**src/rtl/acc_alu8_pkg.sv**
```systemverilog
package acc_alu8_pkg;

   typedef enum logic [2:0] {
      OP_SUBB = 3'd0,
      OP_AND  = 3'd1,
      OP_OR   = 3'd2,
      OP_XOR  = 3'd3
   } alu_op_e;

   typedef enum logic [2:0] {
      MD_IMM     = 3'd0,
      MD_REG     = 3'd1,
      MD_SDIR    = 3'd2,
      MD_SDIR_IM = 3'd3,
      MD_ABS16   = 3'd4,
      MD_HLIND   = 3'd5,
      MD_HLOFS   = 3'd6
   } alu_mode_e;

   typedef struct packed {
      logic z;
      logic ac;
      logic cy;
   } alu_flags_t;

   localparam int OP_CODE_W   = 3;
   localparam int MODE_CODE_W = 3;

   function automatic logic op_is_valid(logic [OP_CODE_W-1:0] op);
      return op <= 3'd3;
   endfunction

   function automatic logic mode_is_valid(logic [MODE_CODE_W-1:0] md);
      return md <= 3'd6;
   endfunction

endpackage

```
**src/rtl/alu8_sub.sv**
```systemverilog
module alu8_sub #(
   parameter int DATA_W  = 8,
   parameter int AUX_BIT = 4,
   parameter bit RIPPLE  = 1'b1
) (
   input  logic [DATA_W-1:0] a_i,
   input  logic [DATA_W-1:0] b_i,
   input  logic              bin_i,
   output logic [DATA_W-1:0] diff_o,
   output logic              aux_bo_o,
   output logic              bo_o
);

   generate
      if (RIPPLE) begin : g_ripple
         logic [DATA_W:0] brw;
         assign brw[0] = bin_i;
         for (genvar i = 0; i < DATA_W; i++) begin : g_bit
            assign diff_o[i]  = a_i[i] ^ b_i[i] ^ brw[i];
            assign brw[i+1]   = (~a_i[i] & b_i[i]) | (~(a_i[i] ^ b_i[i]) & brw[i]);
         end
         assign aux_bo_o = brw[AUX_BIT];
         assign bo_o     = brw[DATA_W];
      end else begin : g_native
         logic [DATA_W:0]  full;
         logic [AUX_BIT:0] low;
         assign full = {1'b0, a_i} - {1'b0, b_i} - {{DATA_W{1'b0}}, bin_i};
         assign low  = {1'b0, a_i[AUX_BIT-1:0]} - {1'b0, b_i[AUX_BIT-1:0]}
                       - {{AUX_BIT{1'b0}}, bin_i};
         assign diff_o   = full[DATA_W-1:0];
         assign aux_bo_o = low[AUX_BIT];
         assign bo_o     = full[DATA_W];
      end
   endgenerate

endmodule

```
**src/rtl/alu8_exec.sv**
```systemverilog
module alu8_exec
   import acc_alu8_pkg::*;
#(
   parameter int DATA_W  = 8,
   parameter int AUX_BIT = 4,
   parameter bit RIPPLE  = 1'b1
) (
   input  logic [OP_CODE_W-1:0] op_i,
   input  logic                 mode_ok_i,
   input  logic [DATA_W-1:0]    lhs_i,
   input  logic [DATA_W-1:0]    rhs_i,
   input  alu_flags_t           flg_i,
   output logic [DATA_W-1:0]    res_o,
   output alu_flags_t           flg_o
);

   logic [DATA_W-1:0] diff;
   logic              aux_bo;
   logic              bo;
   logic              live;

   alu8_sub #(
      .DATA_W (DATA_W),
      .AUX_BIT(AUX_BIT),
      .RIPPLE (RIPPLE)
   ) u_sub (
      .a_i     (lhs_i),
      .b_i     (rhs_i),
      .bin_i   (flg_i.cy),
      .diff_o  (diff),
      .aux_bo_o(aux_bo),
      .bo_o    (bo)
   );

   assign live = mode_ok_i && op_is_valid(op_i);

   always_comb begin
      res_o = lhs_i;
      flg_o = flg_i;
      if (live) begin
         unique case (alu_op_e'(op_i))
            OP_SUBB: begin
               res_o    = diff;
               flg_o.ac = aux_bo;
               flg_o.cy = bo;
            end
            OP_AND:  res_o = lhs_i & rhs_i;
            OP_OR:   res_o = lhs_i | rhs_i;
            OP_XOR:  res_o = lhs_i ^ rhs_i;
            default: res_o = lhs_i;
         endcase
         flg_o.z = (res_o == '0);
      end
   end

endmodule

```
**src/rtl/alu8_mode_decode.sv**
```systemverilog
module alu8_mode_decode
   import acc_alu8_pkg::*;
#(
   parameter int LAT_SHORT = 4,
   parameter int LAT_MID   = 6,
   parameter int LAT_LONG  = 8,
   parameter int CNT_W     = 4
) (
   input  logic [MODE_CODE_W-1:0] mode_i,
   input  logic [OP_CODE_W-1:0]   op_i,
   output logic                   mode_ok_o,
   output logic                   to_mem_o,
   output logic [CNT_W-1:0]       lat_o
);

   always_comb begin
      mode_ok_o = mode_is_valid(mode_i);
      to_mem_o  = 1'b0;
      lat_o     = CNT_W'(LAT_SHORT);
      if (mode_ok_o && op_is_valid(op_i)) begin
         unique case (alu_mode_e'(mode_i))
            MD_IMM, MD_REG, MD_SDIR: lat_o = CNT_W'(LAT_SHORT);
            MD_SDIR_IM: begin
               lat_o    = CNT_W'(LAT_MID);
               to_mem_o = 1'b1;
            end
            MD_HLIND, MD_HLOFS:      lat_o = CNT_W'(LAT_MID);
            MD_ABS16:                lat_o = CNT_W'(LAT_LONG);
            default:                 lat_o = CNT_W'(LAT_SHORT);
         endcase
      end
   end

endmodule

```
**src/rtl/alu8_timer.sv**
```systemverilog
module alu8_timer #(
   parameter int CNT_W = 4
) (
   input  logic             clk_i,
   input  logic             rst_ni,
   input  logic             launch_i,
   input  logic [CNT_W-1:0] lat_i,
   output logic             busy_o,
   output logic             last_o,
   output logic             done_o
);

   logic [CNT_W-1:0] remain;

   assign last_o = busy_o && (remain == '0);

   always_ff @(posedge clk_i or negedge rst_ni) begin
      if (!rst_ni) begin
         busy_o <= 1'b0;
         done_o <= 1'b0;
         remain <= '0;
      end else begin
         done_o <= 1'b0;
         if (!busy_o) begin
            if (launch_i) begin
               busy_o <= 1'b1;
               remain <= lat_i - CNT_W'(2);
            end
         end else if (remain == '0) begin
            busy_o <= 1'b0;
            done_o <= 1'b1;
         end else begin
            remain <= remain - CNT_W'(1);
         end
      end
   end

endmodule

```
**src/rtl/acc_alu8.sv**
```systemverilog
module acc_alu8
   import acc_alu8_pkg::*;
#(
   parameter int DATA_W    = 8,
   parameter int AUX_BIT   = 4,
   parameter int LAT_SHORT = 4,
   parameter int LAT_MID   = 6,
   parameter int LAT_LONG  = 8,
   parameter bit RIPPLE    = 1'b1
) (
   input  logic              clk_i,
   input  logic              rst_ni,
   input  logic              start_i,
   input  logic [2:0]        op_i,
   input  logic [2:0]        mode_i,
   input  logic [DATA_W-1:0] lhs_i,
   input  logic [DATA_W-1:0] opnd_i,
   input  logic [2:0]        flags_i,
   output logic [DATA_W-1:0] result_o,
   output logic              dest_mem_o,
   output logic [2:0]        flags_o,
   output logic              done_o,
   output logic              busy_o
);

   localparam int CNT_W = $clog2(LAT_LONG + 1);

   generate
      if (DATA_W < 8) begin : g_bad_width
         $error("acc_alu8: DATA_W must be at least 8");
      end
      if (AUX_BIT < 1 || AUX_BIT >= DATA_W) begin : g_bad_aux
         $error("acc_alu8: AUX_BIT out of range");
      end
      if (LAT_SHORT < 2 || LAT_MID < LAT_SHORT || LAT_LONG < LAT_MID) begin : g_bad_lat
         $error("acc_alu8: latencies must be ordered and at least 2");
      end
   endgenerate

   logic                 launch;
   logic                 last;
   logic                 mode_ok_d;
   logic                 to_mem_d;
   logic [CNT_W-1:0]     lat_d;
   logic [OP_CODE_W-1:0] op_q;
   logic                 mode_ok_q;
   logic                 to_mem_q;
   logic [DATA_W-1:0]    lhs_q;
   logic [DATA_W-1:0]    rhs_q;
   alu_flags_t           flg_q;
   logic [DATA_W-1:0]    res_d;
   alu_flags_t           flg_d;

   assign launch = start_i && !busy_o;

   alu8_mode_decode #(
      .LAT_SHORT(LAT_SHORT),
      .LAT_MID  (LAT_MID),
      .LAT_LONG (LAT_LONG),
      .CNT_W    (CNT_W)
   ) u_dec (
      .mode_i   (mode_i),
      .op_i     (op_i),
      .mode_ok_o(mode_ok_d),
      .to_mem_o (to_mem_d),
      .lat_o    (lat_d)
   );

   alu8_timer #(
      .CNT_W(CNT_W)
   ) u_tmr (
      .clk_i   (clk_i),
      .rst_ni  (rst_ni),
      .launch_i(launch),
      .lat_i   (lat_d),
      .busy_o  (busy_o),
      .last_o  (last),
      .done_o  (done_o)
   );

   always_ff @(posedge clk_i or negedge rst_ni) begin
      if (!rst_ni) begin
         op_q      <= '0;
         mode_ok_q <= 1'b0;
         to_mem_q  <= 1'b0;
         lhs_q     <= '0;
         rhs_q     <= '0;
         flg_q     <= '0;
      end else if (launch) begin
         op_q      <= op_i;
         mode_ok_q <= mode_ok_d;
         to_mem_q  <= to_mem_d;
         lhs_q     <= lhs_i;
         rhs_q     <= opnd_i;
         flg_q     <= alu_flags_t'(flags_i);
      end
   end

   alu8_exec #(
      .DATA_W (DATA_W),
      .AUX_BIT(AUX_BIT),
      .RIPPLE (RIPPLE)
   ) u_exec (
      .op_i     (op_q),
      .mode_ok_i(mode_ok_q),
      .lhs_i    (lhs_q),
      .rhs_i    (rhs_q),
      .flg_i    (flg_q),
      .res_o    (res_d),
      .flg_o    (flg_d)
   );

   always_ff @(posedge clk_i or negedge rst_ni) begin
      if (!rst_ni) begin
         result_o   <= '0;
         dest_mem_o <= 1'b0;
         flags_o    <= '0;
      end else if (last) begin
         result_o   <= res_d;
         dest_mem_o <= to_mem_q;
         flags_o    <= flg_d;
      end
   end

endmodule

```
**config.mk**
```make
export PLATFORM = sky130hd
export DESIGN_NAME = acc_alu8
export DESIGN_NICKNAME = d
export VERILOG_FILES = /design/src/rtl/acc_alu8_pkg.sv /design/src/rtl/alu8_sub.sv /design/src/rtl/alu8_exec.sv /design/src/rtl/alu8_mode_decode.sv /design/src/rtl/alu8_timer.sv /design/src/rtl/acc_alu8.sv
export SDC_FILE = /design/constraint.sdc
export NUM_CORES = 1
export LEC_CHECK = 0
export CORE_ASPECT_RATIO = 1.25
export CORE_UTILIZATION = 53
export CTS_CLUSTER_DIAMETER = 40
export DETAILED_ROUTE_END_ITERATION = 10
export MAX_ROUTING_LAYER = met4
export PLACE_DENSITY = 0.8
export SYNTH_ARGS = -nofsm -noshare
export SYNTH_HDL_FRONTEND = slang
export SYNTH_SLANG_ARGS = --single-unit
```
**constraint.sdc**
```tcl
create_clock -name clk_i -period 5.6 [get_ports clk_i]
set_clock_uncertainty 0.15 [all_clocks]
set_input_delay 0.56 -clock clk_i [delete_from_list [all_inputs] [get_ports clk_i]]
set_output_delay 0.56 -clock clk_i [all_outputs]
set_load 0.01 [all_outputs]
```
==> impl_metrics.ini <==
[power]
irDropWorstVdd_v = 0.000292
p_per_area_nw_per_um2 = 568
p_leak_uw = 0.00143

[placed_design]
port_buffers = 41
dp_slack_ns = 1.17
hpwl_mm = 3.63
place.gp.congestion = 0.820

[synth]
synthFlopType = dfrtp_1
yosys.area.top_type = dfrtp_1
yosysSeqAreaShare_pct = 41.9
synth_edf_count = 0
ys_seq_elements = 42
synth_cell_types = 35
syn_area_sq_um = 2510
synthCells = 255
ys_warn_count = 0
synth_top_area_share_pct = 41.9
syn_area_per_cell_sq_um = 9.84
async_flop_share_pct = 100
syn_nets = 310
synth_area_leaders = dfrtp_1, ha_1, nand2_1

[clock_network]
cts_hold_buf = 0
post-cts-setup-buffers = 0
cts.sinks = 42
tritoncts = done
cts_buffer_depth = 2
cts_buffers = 5
clk_root_buffer_cell = clkbuf_8
path_clk_slew_ns = 0.08
h-tree-depth = 2
cts_resized = 0
clkLatencyLatePin_ns = 0.29

[global_route]
grt_max_degree = 43
grt_pass1_wl_mm = 8.62
antenna_found_initial = 0
grt.total_usage_pct = 23.3
overflow = 0
grt_pass1_vias = 1910

[floorplan]
fp.dieH_microns = 78.9
rows = 27
dieArea_sq_um = 5020
ios = 42
fp.coreArea_sq_um = 4460
die_x_microns = 63.6
initial_core_util_pct = 56.3

[job]
maxCapViolations = 0

[critical_path]
path_class = register to register
slowest_delay_ns = 0.51
start_kind = register
cp.required_ns = 5.66
crit_top_cell = fa_1
crit_arrival_ns = 4.49
path_cells = inv_1, fa_1, inv_1, fa_1, fa_1, inv_1, fa_1, fa_1, inv_1, fa_1, fa_1, inv_1, fa_1, inv_1, mux4_1, or3_1, o31ai_2
reg2reg_depth = 17
endpoint_kind = register
slowest_stage = mux4_1
crit_fanout = 4

[run_status]
outcome = finished clean

[final_layout]
seqCellArea_sq_um = 1050
post-route-util_pct = 68.6
multi_input_area_sq_um = 1260
num-fill-cells = 363
diodes = 0
area_growth_pct = 21.8
layout-drive-gt1-share_pct = 6.10
nets = 349

[sta]
final_max_slew_viol_count = 0
period_share_pct = 79.2
tightest_slew_ns = 0.904
clock.fmax_mhz = 226
fin_crit_ns = 4.43
grt_setup_unrepaired = no
tns_ns = 0
hold_viol_final = 0
setup-violations-final = 0
timing.hold.ws_ns = 0.246
worst_slack_ns = 1.17
slew_headroom_pct = 39.8

[min_path]
hp-class = input pin to async pin

[route]
num_vias = 1815
first_pass_iters = 4
drt-total-wl_mm = 4.90
drtAntennaViolNets = 0
viasPerCell = 5.14
drc = 0
first_iter_violations = 77
avgRoutedWirePerCell_microns = 13.9
## layout make-up
| class | count | share of cell area [%] |
|---|---|---|
| clock buffers | 6 | 2.37 |
| multi-input cells | 165 | 41.4 |
| well taps | 58 | 2.37 |
| clock inverters | 2 | 1.23 |
| inverters | 37 | 4.54 |
| flip-flops and latches | 42 | 34.4 |
| repair buffers | 43 | 13.7 |
## cell usage in the layout (no fill, tap or decap), types with 2 or more instances in the layout
| master | n |
|---|---|
| a211oi_1 | 5 |
| buf_4 | 2 |
| clkdlybuf4s50_1 | 40 |
| dfrtp_1 | 42 |
| ha_1 | 19 |
| nand3_1 | 2 |
| nor3_1 | 2 |
| o21ai_0 | 28 |
| mux4_1 | 6 |
| a21oi_1 | 4 |
| clkbuf_8 | 5 |
| nand3b_1 | 2 |
| mux4_2 | 2 |
| mux2i_1 | 3 |
| inv_1 | 36 |
| fa_1 | 8 |
| nor2_1 | 19 |
| xor2_1 | 2 |
| nand2_1 | 47 |
## Yosys cell counts (all sizes together), types with 2 or more instances
master	count
nand2	47
dfrtp	42
inv	37
o21ai	29
ha	19
nor2	19
clkbuf	8
fa	8
mux4	8
a211oi	5
a21oi	4
buf	3
mux2i	3
nand3	2
nand3b	2
nor2b	2
nor3	2
nor3b	2
xor2	2
## where the power goes
part           internal (uW)  switching [uW]  total [uW]
sequential               444             135         579
combinational            470             453         923
clock                    133             102         235
## per-layer routing
metal / share of wire (%) / global-route usage (%) / routed length, microns / up-vias
met5: 0 / - / 0 / -
met4: 3.1 / 11.1 / 152 / 0
met3: 3.2 / 4.02 / 155 / 13
met2: 50 / 37.8 / 2460 / 48
met1: 43 / 28.1 / 2130 / 844
li1: - / - / - / 910
## worst paths after layout
kind / slack, ns / end / from
min in group clk_i: 0.33 / result_o[2] / result_o[2]
setup / recovery: 1.17 / flags_o[2] / lhs_q[0]
hold / removal: 0.25 / u_tmr.remain[1] / rst_ni
setup reg to reg: 1.17 / flags_o[2] / lhs_q[0]
hold reg to reg: 0.33 / result_o[2] / result_o[2]
max in group asynchronous: 4.48 / result_o[7] / rst_ni
## registers in the layout, indices dropped and copies added, names as in the netlist
name          flops
dest_mem_o        1
flags_o           3
flg_q             3
lhs_q             8
mode_ok_q         1
op_q              3
result_o          8
rhs_q             8
to_mem_q          1
u_tmr.busy_o      1
u_tmr.done_o      1
u_tmr.remain      4
## metrics by stage
| stage | instances | power (uW) | area (sq um) |
|---|---|---|---|
| after floorplan | 255 | 1220 | 2510 |
| after global placement | 345 | 1450 | 2950 |
| after detailed placement | 345 | 1510 | 2950 |
| after CTS | 353 | 1750 | 3060 |
| after global routing | 353 | 1920 | 3060 |
| final | 353 | 1740 | 3060 |
## cell families (layout without fill, tap and decap cells)
family | after synthesis | in the layout | share of synthesized area [%]
DFF | 42 | 42 | 41.9
adders and majority gates | 27 | 27 | 15.9
and+or+nand+nor | 80 | 80 | 13.7
xor gates and xnor gates | 3 | 3 | 1.05
buffers and inverters | 48 | 88 | 7.83
AOI/OAI and AO/OA | 44 | 44 | 10.4
muxes | 11 | 11 | 9.27
## critical path, delay by kind of cell (launching register included)
kind	cells	cell delay, ns
AOI/OAI and AO/OA	1	0.21
adders and majority gates	8	2.34
buffers and inverters	6	0.39
DFF	1	0.37
muxes	1	0.51
and+or+nand+nor	1	0.37
(Power assumes the default switching activity.)
